<file path="config.mk">
export PLATFORM = sky130hd
export DESIGN_NAME = apt_tracker
export DESIGN_NICKNAME = d
export VERILOG_FILES = /design/src/rtl/apt_pkg.sv /design/src/rtl/apt_binpoint.sv /design/src/rtl/apt_scan.sv /design/src/rtl/apt_tracker.sv
export SDC_FILE = /design/constraint.sdc
export NUM_CORES = 1
export LEC_CHECK = 0
export BUFFER_PORTS_ARGS = -buffer_cell sky130_fd_sc_hd__clkbuf_2
export CELL_PAD_IN_SITES_DETAIL_PLACEMENT = 1
export CELL_PAD_IN_SITES_GLOBAL_PLACEMENT = 2
export CORE_UTILIZATION = 36
export CTS_CLUSTER_DIAMETER = 80
export CTS_CLUSTER_SIZE = 20
export DETAILED_ROUTE_END_ITERATION = 8
export PLACE_DENSITY_LB_ADDON = 0.1
export SYNTH_ARGS = -nofsm -noshare
export SYNTH_HDL_FRONTEND = slang
export SYNTH_HIERARCHICAL = 1
export SYNTH_SLANG_ARGS = --single-unit
export TNS_END_PERCENT = 1
</file>
<file path="constraint.sdc">
create_clock -name clk -period 7 [get_ports clk]
set_input_delay 0.35 -clock clk [delete_from_list [all_inputs] [get_ports clk]]
set_output_delay 0.35 -clock clk [all_outputs]
set_load 0.05 [all_outputs]
</file>
<file path="src/rtl/apt_pkg.sv">
// Shared constants and helpers for the active priority tracker.
// Assumes a 32-bit bitmap word and an 8-bit priority.
package apt_pkg;
    localparam int APT_PRIO_W    = 8;
    localparam int APT_WORD_W    = 32;
    localparam int APT_MAX_WORDS = 4;
    localparam int APT_BIT_W     = $clog2(APT_WORD_W);

    typedef enum logic {
        APT_GRP0 = 1'b0,
        APT_GRP1 = 1'b1
    } apt_grp_e;

    // Position of the lowest set bit, or APT_WORD_W when the word is zero.
    function automatic logic [APT_BIT_W:0] lowest_set(input logic [APT_WORD_W-1:0] v);
        logic [APT_BIT_W:0] r;
        r = (APT_BIT_W+1)'(APT_WORD_W);
        for (int i = APT_WORD_W - 1; i >= 0; i--) begin
            if (v[i]) r = (APT_BIT_W+1)'(i);
        end
        return r;
    endfunction
endpackage

</file>
<file path="src/rtl/apt_binpoint.sv">
// Binary-point state for both groups plus the shared-binary-point flag.
// Clamps writes to the minimum binary point and turns a priority into a
// preemption level. Assumes mbp_i (1..3) only changes while in reset.
module apt_binpoint
    import apt_pkg::*;
#(
    parameter int PRIO_W  = APT_PRIO_W,
    parameter int BP0_RST = 2,
    parameter int BP1_RST = 3
) (
    input  logic              clk,
    input  logic              rst_n,
    input  logic [2:0]        mbp_i,
    input  logic              bp_wr_en,
    input  logic              bp_wr_grp,
    input  logic [2:0]        bp_wr_val,
    input  logic              cbpr_wr_en,
    input  logic              cbpr_wr_val,
    input  logic [PRIO_W-1:0] prio_i,
    input  logic              grp_i,
    output logic [2:0]        bp0_o,
    output logic [2:0]        bp1_eff_o,
    output logic              cbpr_o,
    output logic [PRIO_W-1:0] pre_lvl_o
);
    localparam int MASK_W = 2 * PRIO_W;

    logic [2:0]        bp0_q, bp1_q;
    logic              cbpr_q;
    logic [2:0]        floor0, floor1;
    logic [3:0]        shift;
    logic [MASK_W-1:0] mask_wide;

    // Lowest legal stored value for each group.
    always_comb begin
        floor0 = mbp_i - 3'd1;
        floor1 = mbp_i;
    end

    // Binary-point registers with clamping and the shared-flag write guard.
    always_ff @(posedge clk) begin
        if (!rst_n) begin
            bp0_q  <= 3'(BP0_RST);
            bp1_q  <= 3'(BP1_RST);
            cbpr_q <= 1'b0;
        end else begin
            if (bp_wr_en && bp_wr_grp == APT_GRP0)
                bp0_q <= (bp_wr_val < floor0) ? floor0 : bp_wr_val;
            if (bp_wr_en && bp_wr_grp == APT_GRP1 && !cbpr_q)
                bp1_q <= (bp_wr_val < floor1) ? floor1 : bp_wr_val;
            if (cbpr_wr_en)
                cbpr_q <= cbpr_wr_val;
        end
    end

    // Effective group-1 point and the preemption mask for the request.
    always_comb begin
        bp1_eff_o = cbpr_q ? ((bp0_q == 3'd7) ? 3'd7 : bp0_q + 3'd1) : bp1_q;
        shift     = (grp_i == APT_GRP1) ? {1'b0, bp1_eff_o} : {1'b0, bp0_q} + 4'd1;
        mask_wide = MASK_W'({PRIO_W{1'b1}}) << shift;
        pre_lvl_o = prio_i & mask_wide[PRIO_W-1:0];
        bp0_o     = bp0_q;
        cbpr_o    = cbpr_q;
    end


    bp0_floor_chk: assert property (@(posedge clk) disable iff (!rst_n)
        bp0_q >= floor0);

    bp1_floor_chk: assert property (@(posedge clk) disable iff (!rst_n)
        bp1_q >= floor1);

    bp1_locked_chk: assert property (@(posedge clk) disable iff (!rst_n)
        cbpr_q |=> bp1_q == $past(bp1_q));
endmodule

</file>
<file path="src/rtl/apt_scan.sv">
// Joint scan of both group bitmaps. Finds the first non-empty word pair in
// use, picks the bit to clear (group 1 on a tie) and forms the rescaled level.
// Purely combinational.
module apt_scan
    import apt_pkg::*;
#(
    parameter int WORD_W    = APT_WORD_W,
    parameter int MAX_WORDS = APT_MAX_WORDS,
    parameter int PRIO_W    = APT_PRIO_W,
    localparam int WIDX_W   = $clog2(MAX_WORDS),
    localparam int BIT_W    = $clog2(WORD_W)
) (
    input  logic [MAX_WORDS-1:0][WORD_W-1:0] map0_i,
    input  logic [MAX_WORDS-1:0][WORD_W-1:0] map1_i,
    input  logic [WIDX_W:0]                  nwords_i,
    input  logic [2:0]                       mbp_i,
    output logic                             found_o,
    output logic [WIDX_W-1:0]                hit_word_o,
    output logic [BIT_W-1:0]                 hit_bit_o,
    output logic                             clr_grp1_o,
    output logic [PRIO_W-1:0]                level_o
);
    localparam int IDX_W = WIDX_W + BIT_W;

    logic [MAX_WORDS-1:0]            nz;
    logic [MAX_WORDS-1:0][BIT_W:0]   c0, c1;
    logic [BIT_W:0]                  c0s, c1s;
    logic [PRIO_W:0]                 lvl_wide;

    for (genvar w = 0; w < MAX_WORDS; w++) begin : g_word
        // Per-word emptiness and lowest positions in each group.
        always_comb begin
            nz[w] = (32'(w) < 32'(nwords_i)) && (|(map0_i[w] | map1_i[w]));
            c0[w] = lowest_set(map0_i[w]);
            c1[w] = lowest_set(map1_i[w]);
        end
    end

    // Lowest non-empty word wins; within it, group 0 only if strictly lower.
    always_comb begin
        found_o    = 1'b0;
        hit_word_o = '0;
        for (int w = MAX_WORDS - 1; w >= 0; w--) begin
            if (nz[w]) begin
                found_o    = 1'b1;
                hit_word_o = WIDX_W'(w);
            end
        end
        c0s        = c0[hit_word_o];
        c1s        = c1[hit_word_o];
        clr_grp1_o = !(c0s < c1s);
        hit_bit_o  = clr_grp1_o ? c1s[BIT_W-1:0] : c0s[BIT_W-1:0];
        lvl_wide   = (PRIO_W+1)'(IDX_W'({hit_word_o, hit_bit_o})) << mbp_i;
        level_o    = found_o ? lvl_wide[PRIO_W-1:0] : {PRIO_W{1'b1}};
    end
endmodule

</file>
<file path="src/rtl/apt_tracker.sv">
// Active priority bitmap tracker. Holds the group-0 and group-1 bitmaps,
// accepts mark / drop / direct word write requests (one per cycle) and
// reports the running priority. Assumes cfg_pre_code is static outside reset.
module apt_tracker
    import apt_pkg::*;
#(
    parameter int WORD_W    = APT_WORD_W,
    parameter int MAX_WORDS = APT_MAX_WORDS,
    parameter int PRIO_W    = APT_PRIO_W,
    localparam int WIDX_W   = $clog2(MAX_WORDS),
    localparam int BIT_W    = $clog2(WORD_W),
    localparam int IDX_W    = WIDX_W + BIT_W
) (
    input  logic              clk,
    input  logic              rst_n,
    input  logic [2:0]        cfg_pre_code,
    input  logic              bp_wr_en,
    input  logic              bp_wr_grp,
    input  logic [2:0]        bp_wr_val,
    input  logic              cbpr_wr_en,
    input  logic              cbpr_wr_val,
    output logic [2:0]        bp0_o,
    output logic [2:0]        bp1_o,
    output logic              cbpr_o,
    input  logic              act_set,
    input  logic              act_grp,
    input  logic [PRIO_W-1:0] act_prio,
    input  logic              drop_req,
    output logic              drop_ack,
    output logic [PRIO_W-1:0] drop_prio,
    output logic [PRIO_W-1:0] rpr_o,
    input  logic              word_wr_en,
    input  logic              word_wr_grp,
    input  logic [WIDX_W-1:0] word_wr_idx,
    input  logic [WORD_W-1:0] word_wdata,
    input  logic              word_rd_grp,
    input  logic [WIDX_W-1:0] word_rd_idx,
    output logic [WORD_W-1:0] word_rdata,
    output logic              req_reject
);
    logic [MAX_WORDS-1:0][WORD_W-1:0] map0_q, map1_q;
    logic [2:0]        n_pre, mbp;
    logic [WIDX_W:0]   nwords;
    logic [1:0]        n_ops;
    logic              set_ok, drop_ok, wr_ok;
    logic [PRIO_W-1:0] pre_lvl;
    logic [IDX_W-1:0]  set_idx;
    logic [WIDX_W-1:0] set_word;
    logic [BIT_W-1:0]  set_bit;
    logic              found, clr_grp1;
    logic [WIDX_W-1:0] hit_word;
    logic [BIT_W-1:0]  hit_bit;
    logic [PRIO_W-1:0] level;

    // Decode the preemption-bit count, minimum binary point and word count.
    always_comb begin
        if (cfg_pre_code < 3'd4)      n_pre = 3'd5;
        else if (cfg_pre_code > 3'd6) n_pre = 3'd7;
        else                          n_pre = cfg_pre_code + 3'd1;
        mbp    = 3'd0 - n_pre;
        nwords = (WIDX_W+1)'(1) << (n_pre - 3'd5);
    end

    apt_binpoint #(.PRIO_W(PRIO_W)) u_bp (
        .clk         (clk),
        .rst_n       (rst_n),
        .mbp_i       (mbp),
        .bp_wr_en    (bp_wr_en),
        .bp_wr_grp   (bp_wr_grp),
        .bp_wr_val   (bp_wr_val),
        .cbpr_wr_en  (cbpr_wr_en),
        .cbpr_wr_val (cbpr_wr_val),
        .prio_i      (act_prio),
        .grp_i       (act_grp),
        .bp0_o       (bp0_o),
        .bp1_eff_o   (bp1_o),
        .cbpr_o      (cbpr_o),
        .pre_lvl_o   (pre_lvl)
    );

    apt_scan #(.WORD_W(WORD_W), .MAX_WORDS(MAX_WORDS), .PRIO_W(PRIO_W)) u_scan (
        .map0_i     (map0_q),
        .map1_i     (map1_q),
        .nwords_i   (nwords),
        .mbp_i      (mbp),
        .found_o    (found),
        .hit_word_o (hit_word),
        .hit_bit_o  (hit_bit),
        .clr_grp1_o (clr_grp1),
        .level_o    (level)
    );

    // Request arbitration: more than one bitmap operation rejects them all.
    always_comb begin
        n_ops      = 2'(act_set) + 2'(drop_req) + 2'(word_wr_en);
        req_reject = n_ops > 2'd1;
        set_ok     = act_set && !req_reject;
        drop_ok    = drop_req && !req_reject;
        wr_ok      = word_wr_en && !req_reject
                     && ({1'b0, word_wr_idx} < nwords);
        set_idx    = IDX_W'(pre_lvl >> mbp);
        set_word   = set_idx[IDX_W-1:BIT_W];
        set_bit    = set_idx[BIT_W-1:0];
        drop_ack   = drop_ok;
        drop_prio  = drop_ok ? level : {PRIO_W{1'b1}};
        rpr_o      = level;
        word_rdata = ({1'b0, word_rd_idx} < nwords)
                     ? (word_rd_grp ? map1_q[word_rd_idx] : map0_q[word_rd_idx])
                     : '0;
    end

    for (genvar w = 0; w < MAX_WORDS; w++) begin : g_map
        // One word of each group: overwrite, mark or drop this word.
        always_ff @(posedge clk) begin
            if (!rst_n) begin
                map0_q[w] <= '0;
                map1_q[w] <= '0;
            end else begin
                if (wr_ok && word_wr_idx == WIDX_W'(w)) begin
                    if (word_wr_grp) map1_q[w] <= word_wdata;
                    else             map0_q[w] <= word_wdata;
                end
                if (set_ok && set_word == WIDX_W'(w)) begin
                    if (act_grp) map1_q[w][set_bit] <= 1'b1;
                    else         map0_q[w][set_bit] <= 1'b1;
                end
                if (drop_ok && found && hit_word == WIDX_W'(w)) begin
                    if (clr_grp1) map1_q[w][hit_bit] <= 1'b0;
                    else          map0_q[w][hit_bit] <= 1'b0;
                end
            end
        end
    end

    logic [15:0] ones_total;
    always_comb ones_total = 16'($countones(map0_q)) + 16'($countones(map1_q));


    reject_hold_chk: assert property (@(posedge clk) disable iff (!rst_n)
        req_reject |=> (map0_q == $past(map0_q)) && (map1_q == $past(map1_q)));

    drop_one_bit_chk: assert property (@(posedge clk) disable iff (!rst_n)
        (drop_ack && found) |=> ones_total == $past(ones_total) - 16'd1);

    mark_raises_chk: assert property (@(posedge clk) disable iff (!rst_n)
        (act_set && !req_reject) |=> rpr_o <= $past(pre_lvl));

    idle_level_chk: assert property (@(posedge clk) disable iff (!rst_n)
        (rpr_o == {PRIO_W{1'b1}}) == (ones_total == 16'd0));
endmodule

</file>
Word-level counts from Yosys, hierarchy flattened --
Index checks and enable logic that the tools add are counted. Widths: inputs -> output; s select.
Operators by class: add/sub/neg operators 8, $lt $le $gt $ge 18, eq/ne operators 10, multiply operators 0, divide/modulo/power cells 0, shifts and indexed selects 4, bitwise operators 23, multiplexer cells 352, reduce and logical (&&, ||, !) cells 35
Operators with widths (number):
- $mux 32 | 68
- $mux 6 | 258
- $or 32x32->32 | 12
- $and 32x32->32 | 8
- $bmux 32 s2 | 2
- $reduce_or 32->1 | 4
- $not 32->32 | 1
- $logic_and 1x1->1 | 26
- $bmux 6 s2 | 2
- $mux 3 | 6
- $mux 8 | 2
- $eq 2x2->1 const B | 6
- $lt 5x6->1 const B | 2
- $demux 1 s5 | 2
- $ge 5x1->1 const B | 2
- $and 8x8->8 | 1
- $mux 2 | 4
- $shl 7x3->8 | 1
- $shl 8x4->8 const A | 1
- $shr 8x3->7 | 1
- $add 3x1->3 const B | 2
- $eq 2x1->1 const B | 3
- $logic_not 2->1 | 3
- $lt 1x3->1 const A | 2
- 21 further kinds | 31
Word-level totals: RAM bits 0, latch bits 0, output and inout bits 57, bits in read-only memories 0, logic and storage cells 461, memories kept 0, register bits 263

Logic depth before layout (Yosys ltp) --
Gate-level depths: netlist (run 1).
depth in word-level cells 44, depth in mapped cells 35, mapped depth without buffers 30

Cells and area by module --
Netlist (run 1), hierarchy kept.
By module, submodules not included:
- apt_tracker | area an instance 15905.3 um2, instances 1, cells each 2081
- apt_scan | area an instance 3991.3 um2, instances 1, cells each 669
- apt_binpoint | area an instance 763.2 um2, instances 1, cells each 99

Least setup slack after synthesis (run 1) --
OpenSTA, ideal clock, no wires.
path type input-to-output, start input port cfg_pre_code[0], end output port drop_prio[7], data required time 6.650 ns, slack -0.278 ns, stages 28, arrival 6.928 ns, path through and3b_1 > buf_6 > buf_4 > ha_1 > or3_4 > buf_6 > buf_2 > and3_1 > nor3_1 > a41oi_2 > nor2_4 > nand2_4 > buf_6 > inv_2 > and3_1 > a21oi_1 > o221a_2 > ha_1 > a21oi_1 > nor2b_1 > o21ai_0 > nand2b_1 > a21oi_1 > o211ai_4 > mux2_4 > o22a_2 > a221oi_1 > nand2b_1
Between the ends: cells in the longest elaborated chain, start to end 18
RTL lines:
- start, declared | line apt_tracker.sv:16 | input logic [2:0] cfg_pre_code,
- $add 3x1->3 / $gt 3x3->1 (equally long branches) | line apt_tracker.sv:59, apt_tracker.sv:58
- $mux 3 | line apt_tracker.sv:58 | else if (cfg_pre_code > 3'd6) n_pre = 3'd7;
- $mux 3 (*) | line apt_tracker.sv:57 | if (cfg_pre_code < 3'd4) n_pre = 3'd5;
- $sub 3x3->3 (*) | line apt_tracker.sv:61 | nwords = (WIDX_W+1)'(1) << (n_pre - 3'd5);
- $shl 1x3->3 (*) | line apt_tracker.sv:61
- named net nwords[2] | line apt_tracker.sv:43 | logic [WIDX_W:0] nwords;
- $lt 2x3->1 | line apt_scan.sv:33 | nz[w] = (32'(w) < 32'(nwords_i)) && (|(map0_i[w] | map1_i[w]));
- $logic_and 1x1->1 | line apt_scan.sv:33
- [... 4 more ...]
- named net hit_word[1] | line apt_tracker.sv:51 | logic [WIDX_W-1:0] hit_word;
- $bmux 6 s2, on equally long branches | line apt_scan.sv:49, apt_scan.sv:50
- $mux 6, on equally long branches | line apt_scan.sv:49, apt_scan.sv:50
- $lt 6x6->1 | line apt_scan.sv:51 | clr_grp1_o = !(c0s < c1s);
- $mux 5 | line apt_scan.sv:52 | hit_bit_o = clr_grp1_o ? c1s[BIT_W-1:0] : c0s[BIT_W-1:0];
- $shl 7x3->8 (*) | line apt_scan.sv:53 | lvl_wide = (PRIO_W+1)'(IDX_W'({hit_word_o, hit_bit_o})) << mbp_i;
- $mux 8 (*) | line apt_scan.sv:54 | level_o = found_o ? lvl_wide[PRIO_W-1:0] : {PRIO_W{1'b1}};
- named net rpr_o[7] | line apt_tracker.sv:31 | output logic [PRIO_W-1:0] rpr_o,
- $mux 8 (*) | line apt_tracker.sv:105 | drop_prio = drop_ok ? level : {PRIO_W{1'b1}};
- end, declared | line apt_tracker.sv:30 | output logic [PRIO_W-1:0] drop_prio,
The timed path passes the listed nets; every way through them passes the cells marked *. The select of a mux whose other input is x is not followed.

Worst setup path in the final report (run 1) --
start register map1_q[24] (netlist bit), end output port drop_prio[6]
Between the ends: cells in the longest elaborated chain, start to end 32
RTL lines:
- start, declared | line apt_tracker.sv:41 | logic [MAX_WORDS-1:0][WORD_W-1:0] map0_q, map1_q;
- start signal, assigned by index | line apt_tracker.sv:120 | if (word_wr_grp) map1_q[w] <= word_wdata;
- $mux 6 (25 in a row) | line apt_pkg.sv:19 | if (v[i]) r = (APT_BIT_W+1)'(i);
- $bmux 6 s2 | line apt_scan.sv:50 | c1s = c1[hit_word_o];
- $mux 6 (not written as such) | line apt_scan.sv:50
- $lt 6x6->1 | line apt_scan.sv:51
- $mux 5 | line apt_scan.sv:52
- $shl 7x3->8 | line apt_scan.sv:53
- $mux 8 (*) | line apt_scan.sv:54
- $mux 8 (*) | line apt_tracker.sv:105
Mark *: on every way between the ends. The rest lies on a longest branch, timed or not. The select of a mux whose other input is x is not followed.

==> run summary, run 1 <==
Outcome: completed
Data arrival, critical path: 6500 ps
Count of flip-flops with a built-in enable after synthesis: 0
Via count: 24990
Cts bufs inserted: 26
Final instance area: 0.02355 mm^2
Fin. Hold Viols: 0
Commonest register cell after synthesis: dfxtp_1
Clock period minus worst slack: 6845 ps
Post-placement cell area: 0.02237 mm^2
Post-Synthesis Cell Area: 0.02066 mm^2
#FFs+latches synth: 263
RePlAce Congestion: 0.9839
Initial antenna violation count: 3
Clock Path Buffers: 3
Die Y: 241.6 um
CTS tree: yes
Worst vdd ir: 0.2181 mV
Critical Path Sink Type: primary output
Final std cells w/o fill: 3672
First-pass iteration count of the detailed router: 6
Final hold slack: 33.00 ps
DP HPWL: 87700 um
Worst Path Max Fanout: 11
Routed vias/inst: 6.805
Final Setup Violations: 0
Vias in the first global route: 24200
Largest net degree at the start of global routing: 105
Share of cells above drive strength 1: 0.1671
Leakage power: 0.008066 uW
Pre-CTS setup slack: -242.4 ps
Power Total: 5669 uW
Core area: 0.05650 mm^2
Die X: 241.6 um
YS warnings: 6
Floorplan row count: 87
Relative slew slack: 0.02794
Clock root cell: clkbuf_16
First-pass GRT wire length: 172000 um
Max Freq: 0.1461 GHz
Nets@finish: 2978
Part of the cycle the worst path needs: 0.9779
Port buffer count: 118
MaxCap Viol Count: 0
Num ports: 119
Initial Utilization: 0.3657
Final Worst Setup Slack: 154.9 ps
Starting DRT DRC Count: 3013
Syn_nets: 2933
Register area share after synthesis: 0.2548
Pins Over Slew Limit: 0
Clk pin slew, worst setup/hold paths: 90 ps
Worst skew pair latency: 610 ps
CTS Hold Bufs: 0
Overall Global Routing Usage: 0.3940
Routed WL per cell: 32.34 um
Power Density: 240.7 mW/mm^2
CP Launch Type: register
Post-Route WL: 118800 um
Slew at the pin closest to its max-slew limit: 1447 ps
Final ANT Viol Nets: 0
RSZ-0062 raised after global routing: yes
Dpl cells: 3617
Syn Inst Count: 2849
Synth-to-Final Area Change: 14.00%
Avg Inst Size Synth: 7.252 um^2
Worst endpoint required time: 6650 ps
Drt drc: 0
Yosys cell types: 114
Worst min path class: primary input to register
Sink Count: 263
Worst setup path class: register to primary output
Gr ovfl total: 0
Layout Skew: 24.22 ps
CTS H-tree depth: 1
DIE AREA: 0.05835 mm^2
Async set or reset register ratio after synthesis: 0
[registers in the layout, indices dropped and copies added (netlist names)]
name	cells
u_bp/cbpr_o	1
map1_q	128
map0_q	128
u_bp/bp1_q	3
u_bp/bp0_o	3
[cell usage in the layout (no fill, tap or decap), types with 8 or more instances in the layout]
master | synthesis | routed
nor4_2 | 13 | 23
nor3_2 | 7 | 11
and3_1 | 11 | 10
inv_1 | 78 | 78
nor2_1 | 148 | 145
a31oi_1 | 186 | 186
o311ai_0 | 13 | 12
nor3b_1 | 13 | 12
ha_1 | 22 | 22
nand4_1 | 18 | 18
a22oi_1 | 34 | 34
o21ai_0 | 312 | 311
nor2b_1 | 13 | 13
buf_4 | 13 | 125
nor3_1 | 65 | 60
nand2_1 | 601 | 601
clkbuf_2 | 0 | 103
a21oi_1 | 167 | 166
nand2b_1 | 35 | 34
nand3_1 | 150 | 149
o211ai_1 | 8 | 8
buf_12 | 0 | 11
o31ai_1 | 10 | 10
a211oi_1 | 12 | 12
nor4_1 | 75 | 61
a311oi_1 | 10 | 10
or4_1 | 8 | 8
mux4_2 | 66 | 66
mux2i_1 | 94 | 94
dfxtp_1 | 263 | 262
clkbuf_16 | 0 | 27
[stage by stage]
stage | utilization | setup TNS, ps
final | 0.4169 | 0
after global routing | 0.4168 | -40.16
after CTS | 0.4149 | 0
after detailed placement | 0.3960 | -4414
after global placement | 0.3960 | 0
after floorplan | - | -910.1
[layer usage]
metal	global-route usage	up-vias	part of all wire
met5	0	-	0.00011
met4	0.1223	2	0.034
met3	0.09334	200	0.11
met2	0.5789	1474	0.42
met1	0.5639	12730	0.43
li1	-	10580	-
[worst paths after layout]
kind                              startpoint  cells after the start  slack [ps]                         end
setup / recovery       map1_q[24]$_SDFF_PN0_                     20         150                drop_prio[6]
hold / removal                   cbpr_wr_val                      3          30    u_bp/cbpr_o$_SDFFE_PN0P_
setup reg to reg       map1_q[24]$_SDFF_PN0_                     20         390       map1_q[61]$_SDFF_PN0_
hold reg to reg   u_bp/bp1_q[2]$_SDFFE_PN0P_                      1         510  u_bp/bp1_q[2]$_SDFFE_PN0P_
[report_power, final]
group	switching (uW)	internal, uW
logic	1680	748
registers	38.5	1520
clock network	853	837
[timing repair]
action / 4_1_cts / 5_1_grt
setup buffers: 2 / 3
setup endpoints to repair: 14 / 15
gates resized for setup: 11 / 21
pin swaps: 1 / 3
[cells in the mapped netlist, types with 18 or more instances]
master | n | area share
a22oi_1 | 34 | 0.012
ha_1 | 22 | 0.013
o21ai_0 | 312 | 0.076
mux4_2 | 66 | 0.072
nand4_1 | 18 | 0.0055
mux2i_1 | 94 | 0.046
dfxtp_1 | 263 | 0.25
nand2b_1 | 35 | 0.011
nor4_1 | 75 | 0.023
nand3_1 | 150 | 0.036
nor2_1 | 148 | 0.027
buf_2 | 44 | 0.011
buf_1 | 33 | 0.0060
inv_1 | 78 | 0.014
clkbuf_1 | 123 | 0.022
nor3_1 | 65 | 0.016
a31oi_1 | 186 | 0.056
nand2_1 | 601 | 0.11
a21oi_1 | 167 | 0.040
[cell families after synthesis]
family | Yosys count | share of synthesized area
compound gates | 861 | 0.2561
xor+xnor | 2 | 0.0008480
fa+ha+maj | 22 | 0.01332
buf+inv | 308 | 0.06589
flops | 263 | 0.2548
mux | 166 | 0.1211
simple gates | 1227 | 0.2879
[worst max-delay path, cell delays in order, from the launching register on]
cell and delay [ps]:
dfxtp_1 390, nor4_1 710, and4_1 510, a41oi_2 260, nor2_4 190, nand2_4 150
a311oi_1 750, a211o_1 270, inv_1 60, ha_1 270, and3_1 160, nand3_1 170
and2b_1 280, o21ai_2 80, o211ai_4 120, buf_4 230, mux2_2 360, a221o_1 340
nor3_2 210, nand2b_1 120, clkbuf_4 220
[layout make-up]
class	count	area, um^2
multi-input cells	2278	14340
clock inverters	21	296.5
inverters	83	327.8
fillers	6927	32940
clock buffers	27	675.6
well taps	756	945.9
flip-flops and latches	263	5266
diodes	2	5.005
repair buffers	242	1698
(Power assumes the default switching activity.)
==> inputs of run 2 (changes only) <==
- CELL_PAD_IN_SITES_GLOBAL_PLACEMENT: 2 -> 1
- CORE_UTILIZATION: 36 -> 46
- CTS_BUF_LIST: default -> sky130_fd_sc_hd__clkbuf_4 sky130_fd_sc_hd__clkbuf_8 sky130_fd_sc_hd__clkbuf_16
==> run summary, run 2 (synthesized netlist as in run 1, its figures left out) <==
First-pass GRT wire length: 162800 um (was 172000 um)
Worst endpoint required time: 6650 ps (about the same)
Post-Route WL: 112600 um (was 118800 um)
Worst Hold Launch: cbpr_wr_val (unchanged)
Critical Path Sink Type: primary output (unchanged)
Hold Path Sink: u_bp/cbpr_o$_SDFFE_PN0P_ (unchanged)
Final instance area: 0.02298 mm^2 (was 0.02355 mm^2)
Gr ovfl total: 0 (unchanged)
First-pass iteration count of the detailed router: 6 (unchanged)
Part of the cycle the worst path needs: 0.9767 (was 0.9779)
DIE AREA: 0.04576 mm^2 (was 0.05835 mm^2)
Pins Over Slew Limit: 0 (unchanged)
Worst vdd ir: 0.1839 mV (was 0.2181 mV)
Final ANT Viol Nets: 0 (unchanged)
Fillers: 5530 (was 6927)
Power Density: 231.2 mW/mm^2 (was 240.7 mW/mm^2)
Routed WL per cell: 32.43 um (was 32.34 um)
Commonest non-fill, non-tap cell in the layout: nand2_1 (unchanged)
Leakage power: 0.007847 uW (was 0.008066 uW)
FF-to-FF Start: map1_q[29]$_SDFF_PN0_ (was map1_q[24]$_SDFF_PN0_)
Final setup TNS: 0 ps (unchanged)
Peak-usage layer in the global routing report: met2 (unchanged)
Port buffer count: 118 (unchanged)
Final hold slack: 40.60 ps (was 33.00 ps)
Worst Reg2Reg Path Length in Cells: 21 (was 20)
Met1 Resource Use GR: 0.6329 (was 0.5639)
CTS Hold Bufs: 0 (unchanged)
Relative slew slack: 0.06721 (was 0.02794)
Hold path depth: 3 (unchanged)
Core area: 0.04422 mm^2 (was 0.05650 mm^2)
Share of cells above drive strength 1: 0.1549 (was 0.1671)
R2r endpoint: map1_q[1]$_SDFF_PN0_ (was map1_q[61]$_SDFF_PN0_)
Max Freq: 0.1463 GHz (was 0.1461 GHz)
Starting DRT DRC Count: 4172 (was 3013)
GR Util met2: 0.6826 (was 0.5789)
DP HPWL: 82840 um (was 87700 um)
Slew at the pin closest to its max-slew limit: 1398 ps (was 1447 ps)
Die Y: 213.9 um (was 241.6 um)
CTS tree: yes (unchanged)
Clock Path Buffers: 3 (unchanged)
Final Worst Setup Slack: 163.4 ps (was 154.9 ps)
Clk pin slew, worst setup/hold paths: 90 ps (about the same)
Worst skew pair latency: 600 ps (was 610 ps)
RSZ-0062 raised after global routing: no (was yes)
Synth-to-Final Area Change: 11.21% (was 14.00%)
Initial Utilization: 0.4672 (was 0.3657)
Largest net degree at the start of global routing: 145 (was 105)
Most frequent cells in the layout: 601 x nand2_1, 312 x o21ai_0, 263 x dfxtp_1 (was 601 x nand2_1, 311 x o21ai_0, 262 x dfxtp_1)
Fin. Hold Viols: 0 (unchanged)
Final Setup Violations: 0 (unchanged)
CP Launch Type: register (unchanged)
MaxCap Viol Count: 0 (unchanged)
Drt drc: 0 (unchanged)
Outcome: completed (unchanged)
Clock period minus worst slack: 6837 ps (was 6845 ps)
Worst Path Max Fanout: 14 (was 11)
Overall Global Routing Usage: 0.4724 (was 0.3940)
Via count: 25580 (was 24990)
GRT met3 Usage: 0.1640 (was 0.09334)
Worst R2R Setup Slack: 600 ps (was 390 ps)
Biggest regs: map0_q x128, map1_q x128 (unchanged)
Post-placement cell area: 0.02205 mm^2 (was 0.02237 mm^2)
Nets@finish: 2950 (was 2978)
Worst setup path class: register to primary output (unchanged)
Routed vias/inst: 7.366 (was 6.805)
Worst min path class: primary input to register (unchanged)
Cts bufs inserted: 22 (was 26)
Die X: 213.9 um (was 241.6 um)
CTS H-tree depth: 1 (unchanged)
Clock root cell: clkbuf_16 (unchanged)
Num ports: 119 (unchanged)
Vias in the first global route: 24510 (was 24200)
Data arrival, critical path: 6490 ps (was 6500 ps)
Pre-CTS setup slack: -101.4 ps (was -242.4 ps)
Initial antenna violation count: 2 (was 3)
Floorplan row count: 77 (was 87)
RePlAce Congestion: 1.105 (was 0.9839)
Sink Count: 263 (unchanged)
Layout Skew: 41.60 ps (was 24.22 ps)
## run 2: worst max path at each step
stage | from | endpoint | cells after the start
finish | map1_q[29]$_SDFF_PN0_ | drop_prio[7] | 20
global route | map0_q[64]$_SDFF_PN0_ | drop_prio[7] | 23
CTS | map1_q[96]$_SDFF_PN0_ | drop_prio[4] | 22
detailed placement | cfg_pre_code[0] | map1_q[19]$_SDFF_PN0_ | 27
global placement | cfg_pre_code[0] | map0_q[29]$_SDFF_PN0_ | 28
floorplan | cfg_pre_code[0] | drop_prio[4] | 29
## run 2: routing by layer
layer,part of all wire,wire (um),vias up
met1,0.38,43240,12650
met3,0.15,17080,371
li1,-,-,10510
met2,0.41,46310,2048
met5,0,0,-
met4,0.053,6005,0
## run 2: repair_timing
action,CTS,global route
gates resized for setup,5,22
setup endpoints to repair,7,15
setup buffers,0,0
hold endpoints to repair,0,0
## run 2: power by group
| part | leakage, uW | internal, uW | switching [uW] | total (uW) |
|---|---|---|---|---|
| sequential | 0.00212 | 1520 | 40.0 | 1560 |
| combinational | 0.00537 | 716 | 1640 | 2350 |
| clock | 0.000356 | 658 | 745 | 1400 |
## run 2: per-stage QoR
step	util	instances	total power, uW
after floorplan	-	2849	2845
after global placement	0.4987	3434	3745
after detailed placement	0.4987	3434	3788
after CTS	0.5165	3471	5152
after global routing	0.5195	3472	5379
final	0.5196	3473	5312
## run 2: final cells by class
| class | instances | area (um^2) | share of cell area |
|---|---|---|---|
| Multi-Input combinational cell | 2278 | 14330 | 0.6236 |
| Clock buffer | 23 | 564.3 | 0.02456 |
| Antenna cell | 2 | 5.005 | 0.0002178 |
| Tap cell | 592 | 740.7 | 0.03224 |
| Sequential cell | 263 | 5265 | 0.2292 |
| Inverter | 83 | 324.1 | 0.01410 |
| Timing Repair Buffer | 218 | 1560 | 0.06791 |
| Clock inverter | 14 | 187.7 | 0.008169 |
## run 2: worst max-delay path: stages (launching register included)
cell and delay (ps):
dfxtp_1 380, nor4_1 830, and4_1 450, a41oi_2 240
nor2_4 200, nand2_4 170, nor3_1 420, a31oi_1 110
o221ai_1 340, ha_1 300, nor2b_1 130, o21ai_0 140
nand2b_1 90, a21oi_2 280, o211ai_4 250, mux2_4 370
inv_2 210, mux2i_1 170, a221oi_2 450, nand2b_1 220
buf_12 150
